===== config.mk =====
export PLATFORM = sky130hd
export DESIGN_NAME = cfg_io_port
export DESIGN_NICKNAME = d
export VERILOG_FILES = /design/src/rtl/cfg_io_port_pkg.sv /design/src/rtl/cfg_io_din_sampler.sv /design/src/rtl/cfg_io_regs.sv /design/src/rtl/cfg_io_pin_slice.sv /design/src/rtl/cfg_io_port.sv
export SDC_FILE = /design/constraint.sdc
export NUM_CORES = 1
export LEC_CHECK = 0
export ABC_AREA = 1
export BUFFER_PORTS_ARGS = -buffer_cell sky130_fd_sc_hd__clkbuf_2
export CAP_MARGIN = 15
export CORE_ASPECT_RATIO = 1.75
export CORE_MARGIN = 2
export CORE_UTILIZATION = 48
export DETAILED_ROUTE_END_ITERATION = 12
export GPL_TIMING_DRIVEN = 0
export PLACE_DENSITY = 0.82
export SYNTH_ARGS = -nofsm -noshare
export SYNTH_HDL_FRONTEND = slang
export SYNTH_HIERARCHICAL = 1
export SYNTH_SLANG_ARGS = --single-unit

===== constraint.sdc =====
create_clock -name clk -period 1.19 [get_ports clk]
set_input_delay 0.238 -clock clk [delete_from_list [all_inputs] [get_ports clk]]
set_output_delay 0.238 -clock clk [all_outputs]
set_load 0.01 [all_outputs]

===== src/rtl/cfg_io_port_pkg.sv =====
`timescale 1ns/1ps
// Shared constants for the configurable I/O port: bus offset width and register offsets.
package cfg_io_port_pkg;
    localparam int OFS_W = 3;
    localparam logic [OFS_W-1:0] OFS_DIN  = 3'h0;
    localparam logic [OFS_W-1:0] OFS_SRC  = 3'h2;
    localparam logic [OFS_W-1:0] OFS_DIR  = 3'h4;
    localparam logic [OFS_W-1:0] OFS_DRV  = 3'h6;
endpackage


===== src/rtl/cfg_io_din_sampler.sv =====
`timescale 1ns/1ps
// Input sampler: registers the pad levels on every clock edge.
// Assumes pin_in is already synchronous or synchronised upstream. It has no reset
// because the value is overwritten on every edge.
module cfg_io_din_sampler #(
    parameter int W = 8
) (
    input  logic         clk,
    input  logic [W-1:0] pin_in,
    output logic [W-1:0] din_q
);
    // Capture the pad levels each cycle.
    always_ff @(posedge clk) begin
        din_q <= pin_in;
    end
endmodule


===== src/rtl/cfg_io_regs.sv =====
`timescale 1ns/1ps
// Configuration register file: source, direction and drive-style registers.
// It also holds the read multiplexer. Writes happen on an edge with sel and wr both high.
// Reads are combinational. Assumes the bus holds its offset steady around the edge.
module cfg_io_regs
    import cfg_io_port_pkg::*;
#(
    parameter int            W         = 8,
    parameter bit            FULL_PORT = 1'b1,
    parameter logic [W-1:0]  DIR_MASK  = '1
) (
    input  logic             clk,
    input  logic             rst_n,
    input  logic             sel,
    input  logic             wr,
    input  logic [OFS_W-1:0] addr,
    input  logic [W-1:0]     wdata,
    input  logic [W-1:0]     din,
    output logic [W-1:0]     rdata,
    output logic [W-1:0]     src_q,
    output logic [W-1:0]     dir_q,
    output logic [W-1:0]     drv_q
);
    logic wr_hit;
    assign wr_hit = sel & wr;

    // Direction register, keeping only the implemented bits.
    always_ff @(posedge clk) begin
        if (!rst_n)
            dir_q <= '0;
        else if (wr_hit && addr == OFS_DIR)
            dir_q <= wdata & DIR_MASK;
    end

    // Drive-style register.
    always_ff @(posedge clk) begin
        if (!rst_n)
            drv_q <= '0;
        else if (wr_hit && addr == OFS_DRV)
            drv_q <= wdata;
    end

    generate
        if (FULL_PORT) begin : g_src
            // Source-select register, present only on the full port.
            always_ff @(posedge clk) begin
                if (!rst_n)
                    src_q <= '0;
                else if (wr_hit && addr == OFS_SRC)
                    src_q <= wdata;
            end
        end else begin : g_nosrc
            assign src_q = '0;
        end
    endgenerate

    // Read multiplexer. Unselected or unmapped offsets read as zero.
    always_comb begin
        rdata = '0;
        if (sel) begin
            case (addr)
                OFS_DIN: rdata = din;
                OFS_SRC: rdata = src_q;
                OFS_DIR: rdata = dir_q;
                OFS_DRV: rdata = drv_q;
                default: rdata = '0;
            endcase
        end
    end
endmodule


===== src/rtl/cfg_io_pin_slice.sv =====
`timescale 1ns/1ps
// One pin's output path. It selects the output source, merges the software and
// hardware enables, and applies open-drain qualification when the pin supports it.
// The capability bits are fixed at build time.
module cfg_io_pin_slice #(
    parameter bit OD_OK   = 1'b0,
    parameter bit SLEW_OK = 1'b0
) (
    input  logic src_sel,
    input  logic dir_bit,
    input  logic drv_bit,
    input  logic hw_oe,
    input  logic mcu_bit,
    input  logic addr_bit,
    output logic pad_out,
    output logic pad_oe,
    output logic slew_fast
);
    logic value;
    logic want_drive;
    logic od_mode;

    // Pick the data source and combine the enables.
    always_comb begin
        value      = src_sel ? addr_bit : mcu_bit;
        want_drive = dir_bit | hw_oe;
    end

    generate
        if (OD_OK) begin : g_od
            assign od_mode = drv_bit;
        end else begin : g_pp
            assign od_mode = 1'b0;
        end
        if (SLEW_OK) begin : g_slew
            assign slew_fast = drv_bit;
        end else begin : g_noslew
            assign slew_fast = 1'b0;
        end
    endgenerate

    // Open drain pulls low only; push-pull drives the value directly.
    always_comb begin
        if (od_mode) begin
            pad_out = 1'b0;
            pad_oe  = want_drive & ~value;
        end else begin
            pad_out = value;
            pad_oe  = want_drive;
        end
    end
endmodule


===== src/rtl/cfg_io_port.sv =====
`timescale 1ns/1ps
// Configurable I/O port top: register file, input sampler and one slice per pin.
// FULL_PORT=0 builds the reduced variant, with no source register and RED_PINS direction bits.
// OD_PINS and SLEW_PINS mark which pins have each capability.
module cfg_io_port
    import cfg_io_port_pkg::*;
#(
    parameter int                  PORT_W    = 8,
    parameter bit                  FULL_PORT = 1'b1,
    parameter int                  RED_PINS  = 3,
    parameter logic [PORT_W-1:0]   OD_PINS   = 8'h0F,
    parameter logic [PORT_W-1:0]   SLEW_PINS = 8'hF0
) (
    input  logic              clk,
    input  logic              rst_n,
    input  logic              bus_sel,
    input  logic              bus_wr,
    input  logic [OFS_W-1:0]  bus_addr,
    input  logic [PORT_W-1:0] bus_wdata,
    output logic [PORT_W-1:0] bus_rdata,
    input  logic [PORT_W-1:0] mcu_dout,
    input  logic [PORT_W-1:0] addr_bus,
    input  logic [PORT_W-1:0] pt_oe,
    input  logic [PORT_W-1:0] pin_in,
    output logic [PORT_W-1:0] pad_out,
    output logic [PORT_W-1:0] pad_oe,
    output logic [PORT_W-1:0] fast_slew
);
    localparam logic [PORT_W-1:0] RED_MASK = PORT_W'((1 << RED_PINS) - 1);
    localparam logic [PORT_W-1:0] DIR_MASK = FULL_PORT ? {PORT_W{1'b1}} : RED_MASK;

    logic [PORT_W-1:0] din_q;
    logic [PORT_W-1:0] src_q;
    logic [PORT_W-1:0] dir_q;
    logic [PORT_W-1:0] drv_q;

    cfg_io_din_sampler #(.W(PORT_W)) sampler_i (
        .clk    (clk),
        .pin_in (pin_in),
        .din_q  (din_q)
    );

    cfg_io_regs #(
        .W         (PORT_W),
        .FULL_PORT (FULL_PORT),
        .DIR_MASK  (DIR_MASK)
    ) regs_i (
        .clk   (clk),
        .rst_n (rst_n),
        .sel   (bus_sel),
        .wr    (bus_wr),
        .addr  (bus_addr),
        .wdata (bus_wdata),
        .din   (din_q),
        .rdata (bus_rdata),
        .src_q (src_q),
        .dir_q (dir_q),
        .drv_q (drv_q)
    );

    generate
        for (genvar i = 0; i < PORT_W; i++) begin : g_pin
            cfg_io_pin_slice #(
                .OD_OK   (OD_PINS[i]),
                .SLEW_OK (SLEW_PINS[i])
            ) slice_i (
                .src_sel   (src_q[i]),
                .dir_bit   (dir_q[i]),
                .drv_bit   (drv_q[i]),
                .hw_oe     (pt_oe[i]),
                .mcu_bit   (mcu_dout[i]),
                .addr_bit  (addr_bus[i]),
                .pad_out   (pad_out[i]),
                .pad_oe    (pad_oe[i]),
                .slew_fast (fast_slew[i])
            );
        end
    endgenerate
endmodule


==> impl_results.md <==
* FF-to-FF path depth at 5
* First-pass GRT wire length at 9530 um
* Flops & latches, synth at 32
* Die height at 86.6 um
* Status: finished with violations
* Buffers plus inverters on the worst setup path at 4
* Die Wd at 51.2 um
* Register share of total power at 0.392
* Met1 Resource Use GR at 0.293
* Fmax at 714 MHz
* Reg clk slew, reported paths at 0.07 ns
* Final TNS setup at -2.37 ns
* Netlist cell types at 23
* WL per Instance at 15.3 um
* Final Hold Fails at 0
* Period utilization at 1.18
* Root buf cell: clkbuf_8
* Vias in the first global route at 2252
* Worst path top cell family by delay: buffers and inverters
* Critical-path maximum fanout at 6
* Hpwl dp at 3790 um
* CTS tree: yes
* I/O pins at 79
* Max_cap viols at 0
* Sw power at 0.755 mW
* Core area at 3830 um2
* RePlAce Congestion at 0.891
* Non-Filler Instances at 448
* Reg2Reg Launch Point: regs_i/drv_q[6]
* CTS H-tree depth at 2
* Hold worst-path end: sampler_i/din_q[5]
* Post-Route WL at 6840 um
* Met3 GRT Util at 0.0483
* Crit-path cells: clkbuf_16, buf_8, clkbuf_16, nand3_4, nand2_2, nor2_2, nor2_2, buf_2
* Worst Skew at 0 ns
* Synth warn at 6
* Count of TritonRoute iterations in the first routing pass at 4
* Initial antenna violation count at 0
* Clk Latency, worst-skew pair at 0.29 ns
* Tot Pwr at 2.86 mW
* CTS Hold Bufs at 0
* Layout fillers at 256
* Critical Path Start: bus_addr[2]
* Full die area at 4440 um2
* R2r endpoint: regs_i/drv_q[6]
* Critical Path Max Stage Delay at 0.16 ns
* Via count at 2399
* Nets at 446
* CTS buffer count at 5
* Syn avg cell area at 6.44 um2
* Design area at 3000 um2
* Hold_sp: pin_in[5]
* # rows at 30
* Final worst slack at -0.210 ns
* Power density over cell area at 954 nW/um2
* Grt total ovfl at 0
* Largest net degree at the start of global routing at 11
* Area grow syn2layout at 60.3%
* Worst hold path type: in -> reg
* DP Area at 2320 um2
* Final Max Tran Viols at 0
* Slack of the worst reg-to-reg path at 0.26 ns
* # DRC at 0
* Final setup fails at 23
* Slowest cell on the critical path: clkbuf_16
* Leakage at 1.55 nW
* Post-Synthesis Cells at 291
* Total GRT Usage at 0.280
* Ant diodes at 0
* Clk pwr share at 0.407
* Clock sinks at 32
* Worst hold stages at 1
* Post-layout min period at 1.40 ns
* Clock buffer depth at 2
* IO Port Bufs at 73
* Sw frac at 0.264
* Most Crowded Layer GR: met2
* Dpl cells at 412
* Antenna Nets Post-Route at 0
* Vias/cell at 5.35
* Gate power share at 0.201
* RSZ-0062 raised after global routing: true
* WP data required at 0.95 ns
* Syn Nets at 338
* Worst IR Drop VDD at 1100 uV
* Critical Path Sink Type: output port
* Kind of critical path: in -> out
* Violated checks: setup timing
* Post-Syn Area at 1870 um2
* Sequential share of the synthesized area at 0.342
* Starting Density at 0.489
* M2 GR Usage at 0.506
* First DRT Iteration DRCs at 103
* Layout cells sized above 1 at 0.553
* CP Launch Type: input port
* CP Data Arrival Time at 1.16 ns
* Internal at 2.11 mW
## flip-flops by register name, summed over array words and instances, names as in the netlist
signal,count
sampler_i/din_q,8
regs_i/dir_q,8
regs_i/drv_q,8
regs_i/src_q,8
## worst max-delay path by stage
| stage | slack (ns) | end | depth (start not counted) |
|---|---|---|---|
| after detailed placement | -0.30 | bus_rdata[0] | 8 |
| after CTS | -0.13 | bus_rdata[1] | 5 |
| after floorplan | 0.02 | bus_rdata[0] | 7 |
| after global routing | -0.26 | bus_rdata[3] | 5 |
| after global placement | -0.27 | bus_rdata[0] | 8 |
| final | -0.21 | bus_rdata[3] | 8 |
## layout by cell type (no fill, tap or decap), types with 4 or more instances in the layout
cell type / count
buf_6: 19
nand2_2: 20
clkbuf_2: 47
nand3_4: 4
inv_2: 9
a21oi_2: 8
dfxtp_4: 5
buf_4: 24
buf_2: 22
clkbuf_8: 8
inv_1: 17
nand4_1: 16
dfxtp_2: 19
nor2_1: 52
nand3_1: 15
conb_1: 4
nand2_1: 62
nand3_2: 7
dfxtp_1: 8
nor2_2: 17
or2_1: 4
## cell families (layout without fill, tap and decap cells)
logic type	count (synthesis)	after routing	synth area share
flops	32	32	0.342
other cells	4	4	0.00801
compound gates	8	8	0.0294
buf+inv	47	156	0.132
simple gates	200	200	0.488
## synthesized netlist by cell type, drive strengths merged
| cell type | count | area [um2] |
|---|---|---|
| a21oi | 8 | 55.1 |
| buf | 18 | 136 |
| clkbuf | 1 | 3.75 |
| conb | 4 | 15.0 |
| dfxtp | 32 | 641 |
| inv | 28 | 108 |
| nand2 | 82 | 333 |
| nand3 | 26 | 148 |
| nand4 | 16 | 100 |
| nor2 | 71 | 293 |
| nor3 | 1 | 16.3 |
| or2 | 4 | 25.0 |
## worst register-to-register path: cells and delay by family (launching register included)
kind / cells / cell delay, ns
buf+inv: 3 / 0.33
flops: 1 / 0.33
simple gates: 2 / 0.16
## layout make-up
cell class / instances / area (um2) / area share
timing repair buffer: 104 / 738 / 0.246
multi-input combinational: 212 / 1130 / 0.377
tap: 48 / 60.1 / 0.0200
clock inverter: 1 / 30.0 / 0.0100
clock buffer: 7 / 96.3 / 0.0321
inverter: 28 / 110 / 0.0367
sequential: 32 / 683 / 0.228
buffer: 16 / 151 / 0.0504
## repair_timing
| action | CTS | global route |
|---|---|---|
| endpoints found under the setup margin | 18 | 27 |
| resized for setup | 62 | 65 |
| pin swaps | 23 | 35 |
| gates cloned | 2 | 2 |
| setup buffers | 20 | 8 |
## stage by stage
stage	hold slack [ns]	setup WS (ns)	utilization
2_1_floorplan	0.266	0.0211	-
3_3_place_gp	0.342	-0.273	0.607
3_5_place_dp	0.342	-0.297	0.607
4_1_cts	0.0403	-0.126	0.730
5_1_grt	0.0309	-0.262	0.784
6_report	0.0380	-0.210	0.784
## power by group through the flow
stage	registers [mW]	logic, mW	clock network (mW)
5_1_grt	1.12	0.614	1.23
3_5_place_dp	1.15	0.416	0
6_report	1.12	0.576	1.16
2_1_floorplan	1.14	0.251	0
3_3_place_gp	1.15	0.406	0
4_1_cts	1.12	0.511	1.16
## routing by layer
metal | vias to the layer above | part of all wire
met5 | - | 0
met3 | 33 | 0.068
met4 | 0 | 0.047
li1 | 1112 | -
met2 | 141 | 0.54
met1 | 1113 | 0.34
Power figures use the tool's default switching activity.
